<file path="src/rtl/spa_pkg.sv">
package spa_pkg;

   typedef struct packed {
      logic g;
      logic p;
   } gp_t;

   // Prefix operator: hi covers the upper span, lo the span just below it.
   function automatic gp_t gp_join(input gp_t hi, input gp_t lo);
      gp_t r;
      r.g = hi.g | (hi.p & lo.g);
      r.p = hi.p & lo.p;
      return r;
   endfunction

   function automatic logic is_pow2(input int v);
      return (v > 0) && ((v & (v - 1)) == 0);
   endfunction

endpackage

</file>
<file path="src/rtl/spa_gp_pre.sv">
module spa_gp_pre
   import spa_pkg::*;
#(
   parameter int WIDTH = 32
) (
   input  logic [WIDTH-1:0] opa,
   input  logic [WIDTH-1:0] opb,
   output gp_t  [WIDTH-1:0] bit_gp
);

   for (genvar i = 0; i < WIDTH; i++) begin : g_bit
      assign bit_gp[i].g = opa[i] & opb[i];
      assign bit_gp[i].p = opa[i] ^ opb[i];
   end

endmodule

</file>
<file path="src/rtl/spa_seg_gp.sv">
module spa_seg_gp
   import spa_pkg::*;
#(
   parameter int SEG_W = 4
) (
   input  gp_t [SEG_W-1:0] bit_gp,
   output gp_t             grp_gp
);

   gp_t [SEG_W-1:0] chain;

   assign chain[0] = bit_gp[0];
   for (genvar i = 1; i < SEG_W; i++) begin : g_chain
      assign chain[i] = gp_join(bit_gp[i], chain[i-1]);
   end

   assign grp_gp = chain[SEG_W-1];

endmodule

</file>
<file path="src/rtl/spa_rca_seg.sv">
module spa_rca_seg
   import spa_pkg::*;
#(
   parameter int SEG_W = 4
) (
   input  gp_t  [SEG_W-1:0] bit_gp,
   input  logic             c_seg,
   output logic [SEG_W-1:0] sum
);

   logic [SEG_W-1:0] c;

   assign c[0] = c_seg;
   for (genvar i = 0; i < SEG_W; i++) begin : g_rip
      assign sum[i] = bit_gp[i].p ^ c[i];
      if (i < SEG_W - 1) begin : g_next
         assign c[i+1] = bit_gp[i].g | (bit_gp[i].p & c[i]);
      end
   end

endmodule

</file>
<file path="src/rtl/spa_ks_tree.sv">
module spa_ks_tree
   import spa_pkg::*;
#(
   parameter int NODES = 8
) (
   input  gp_t  [NODES-1:0] leaf,
   input  logic             c_in,
   output logic [NODES-1:0] carry
);

   localparam int LEVELS = $clog2(NODES);

   gp_t [NODES-1:0] stg [LEVELS+1];

   assign stg[0] = leaf;

   for (genvar l = 0; l < LEVELS; l++) begin : g_lvl
      localparam int SPAN = 1 << l;
      for (genvar j = 0; j < NODES; j++) begin : g_node
         if (j >= SPAN) begin : g_black
            assign stg[l+1][j] = gp_join(stg[l][j], stg[l][j-SPAN]);
         end else begin : g_pass
            assign stg[l+1][j] = stg[l][j];
         end
      end
   end

   // Generate-only row: merge each full-span prefix with the carry input.
   for (genvar j = 0; j < NODES; j++) begin : g_gray
      assign carry[j] = stg[LEVELS][j].g | (stg[LEVELS][j].p & c_in);
   end

endmodule

</file>
<file path="src/rtl/spa_adder.sv">
module spa_adder
   import spa_pkg::*;
#(
   parameter int WIDTH = 32,
   parameter int SEG_W = 4
) (
   input  logic [WIDTH-1:0] a_in,
   input  logic [WIDTH-1:0] b_in,
   input  logic             c_in,
   output logic [WIDTH-1:0] sum_out,
   output logic             c_out
);

   localparam int SEGS = WIDTH / SEG_W;

   if ((WIDTH % SEG_W) != 0 || !is_pow2(WIDTH) || !is_pow2(SEG_W) || SEGS < 2) begin : g_bad_cfg
      $error("spa_adder: WIDTH must be a power of two holding at least two SEG_W segments");
   end

   gp_t  [WIDTH-1:0] bit_gp;
   gp_t  [SEGS-1:0]  grp_gp;
   logic [SEGS-1:0]  grp_carry;
   logic [SEGS-1:0]  seg_cin;

   spa_gp_pre #(.WIDTH(WIDTH)) u_pre (
      .opa    (a_in),
      .opb    (b_in),
      .bit_gp (bit_gp)
   );

   for (genvar s = 0; s < SEGS; s++) begin : g_seg
      spa_seg_gp #(.SEG_W(SEG_W)) u_grp (
         .bit_gp (bit_gp[s*SEG_W +: SEG_W]),
         .grp_gp (grp_gp[s])
      );
      spa_rca_seg #(.SEG_W(SEG_W)) u_rca (
         .bit_gp (bit_gp[s*SEG_W +: SEG_W]),
         .c_seg  (seg_cin[s]),
         .sum    (sum_out[s*SEG_W +: SEG_W])
      );
   end

   spa_ks_tree #(.NODES(SEGS)) u_tree (
      .leaf  (grp_gp),
      .c_in  (c_in),
      .carry (grp_carry)
   );

   assign seg_cin = {grp_carry[SEGS-2:0], c_in};
   assign c_out   = grp_carry[SEGS-1];

endmodule

</file>
<file path="config.mk">
export PLATFORM = sky130hd
export DESIGN_NAME = spa_adder
export DESIGN_NICKNAME = d
export VERILOG_FILES = /design/src/rtl/spa_pkg.sv /design/src/rtl/spa_gp_pre.sv /design/src/rtl/spa_seg_gp.sv /design/src/rtl/spa_rca_seg.sv /design/src/rtl/spa_ks_tree.sv /design/src/rtl/spa_adder.sv
export SDC_FILE = /design/constraint.sdc
export NUM_CORES = 1
export LEC_CHECK = 0
export BUFFER_PORTS_ARGS = -buffer_cell sky130_fd_sc_hd__buf_4
export CORE_ASPECT_RATIO = 2
export CORE_MARGIN = 8
export CORE_UTILIZATION = 38
export DETAILED_ROUTE_END_ITERATION = 16
export PLACE_DENSITY = 0.77
export SLEW_MARGIN = 0
export SYNTH_ARGS = -nofsm -noshare
export SYNTH_HDL_FRONTEND = slang
export SYNTH_SLANG_ARGS = --single-unit
</file>
<file path="constraint.sdc">
create_clock -name vclk -period 3.2
set_input_delay 0 -clock vclk [all_inputs]
set_output_delay 0 -clock vclk [all_outputs]
set_load 0.005 [all_outputs]
</file>
==> results.ini <==
[outcome]
status = completed

[synth]
synth.area.top_cells = fa_1 37%, ha_1 31%, xor2_1 5.4%, a21o_1 4.0%, a21oi_1 3.8%
yosys_warnings = 0
synth_area_um2 = 1304
netlist_instances = 127
synth_cell_types = 24
synth_top_area_share_pct = 36.85
synth.avg_cell_area_um2 = 10.27
synth_seq_area_share_pct = 0
synthesis.nets = 248
yosysTopAreaCell = fa_1

[placement]
place_congestion = 0.7644
hpwl_um = 4018
portBuffers = 98

[drt]
final_antenna_net_count = 0
viasPerCell = 5.261
drt_drc_violations_left = 0
first_pass_iters = 4
vias = 1352
finalWirelength_um = 4157
route.detailed.wl_per_inst_um = 16.18
drt_iter0_markers = 5

[job]
timing.max_cap.violations = 0

[critical_path]
end_kind = primary output
slowest_stage = fa_1
crit_top_cell = fa_1
critPathLaunchType = input port
cpPeakStageDelay_ns = 0.40
worstSetupPathType = in -> out
cp_max_fo = 4
cp-startpoint = a_in[7]
cp_data_arrival_time_ns = 3.03
path_cells = buf_4, ha_1, a21oi_2, o21ai_1, a221o_1, a211o_1, a21oi_2, o21ai_1, fa_1, fa_1, fa_1, xor2_1, buf_4
critPathRequiredTime_ns = 3.20

[timing]
max_freq_mhz = 330.0
period_share_pct = 94.70
hold_viol_final = 0
rsz0062_at_grt = false
worst_pin_slew_ns = 0.4104
drv_slew = 0
finalSetupViolations = 0
maxSlewHeadroom_pct = 72.43
tns_ns = 0
layout_min_cycle_time_ns = 3.030
holdWs_ns = 0.3419

[clocking]
cts_hold_buf = 0
cts_resized = 0
postCtsSetupBuffers = 0

[finish]
design.seq.count = 0
clkbuf_count = 0
layout.nets = 348
mostFrequentLayoutCells = 98 x buf_4, 32 x ha_1, 24 x fa_1, 10 x a21oi_1, 9 x nand2_1
layout-drive-gt1-share_pct = 45.33
area_growth_pct = 59.50
diodes = 0
layout.cells.most_common = buf_4
fin_util_pct = 62.25
ff_latch_area_um2 = 0

[grt]
grt_max_degree = 5
grt_pass1_vias = 1627
gr-total-overflow = 0
antenna_found_initial = 0
grt_pass1_wl_um = 7093
track_usage_pct = 14.94

[pwr]
power_density_nw_per_um2 = 203.2
leakage_uw = 0.001123
ir_drop_mv = 0.1022

[min_path]
holdCritPathClass = in -> out
min-delay-start = b_in[25]

[floorplanning]
die_w_um = 57.42
core_area_um2 = 3341
rows = 30
dieArea_um2 = 5675
ioPinCount = 98
die_h_um = 98.84
initial_core_util_pct = 39.03

[metal layers]
metal / vias to the layer above / global-route usage [%] / part of all wire [%]
li1: 658 / - / -
met1: 602 / 13.62 / 33
met2: 92 / 28.58 / 50
met3: 0 / 8.747 / 17
met4: 0 / 0 / 0
met5: - / 0 / 0
[area by class of cell]
cell class | instances | area, um^2
Inverter | 6 | 22.52
Fill cell | 298 | 1261
Timing Repair Buffer | 98 | 735.7
Multi-Input combinational cell | 121 | 1281
Tap cell | 32 | 40.04
[cells in the mapped netlist (2+ instances only)]
cell / n
a21o_1: 7
a21oi_1: 10
a21oi_2: 2
fa_1: 24
ha_1: 32
inv_1: 6
nand2_1: 9
nand3_1: 5
nand4_1: 5
nor2_1: 5
o21ai_1: 2
xor2_1: 8
[critical path: cells and delay by family]
family	cells	cell delay, ns
buf+inv	2	0.25
compound gates	6	1.14
fa+ha+maj	4	1.50
xor+xnor	1	0.15
[worst paths after layout]
check             slack, ns  cells after the start           to
setup / recovery       0.17                     13  sum_out[31]
hold / removal         0.34                      3  sum_out[25]
[where the power goes]
part	switching (uW)	leakage (uW)	internal [uW]
logic	180	0.00112	243
clock network	0	0	0
registers	0	0	0
total	180	0.00112	243
[cell families (layout without fill, tap and decap cells)]
group,Yosys count,in the layout,share of synthesized area (%)
adder cells (fa/ha/maj),56,56,67.56
AND/OR/NAND/NOR,30,30,11.33
AO/OA/AOI/OAI,27,27,14.01
XOR/XNOR,8,8,5.374
buffers and inverters,6,104,1.727
[stage by stage]
step / total power [uW] / cells / setup WS [ns] / cell area, um^2
2_1_floorplan: 180.3 / 127 / 0.5493 / 1304
3_3_place_gp: 424.3 / 257 / 0.1731 / 2079
3_5_place_dp: 431.6 / 257 / 0.1330 / 2079
4_1_cts: 433.7 / 257 / 0.1338 / 2079
5_1_grt: 479.9 / 257 / 0.01599 / 2079
6_report: 422.6 / 257 / 0.1697 / 2079
Power figures use the tool's default switching activity.
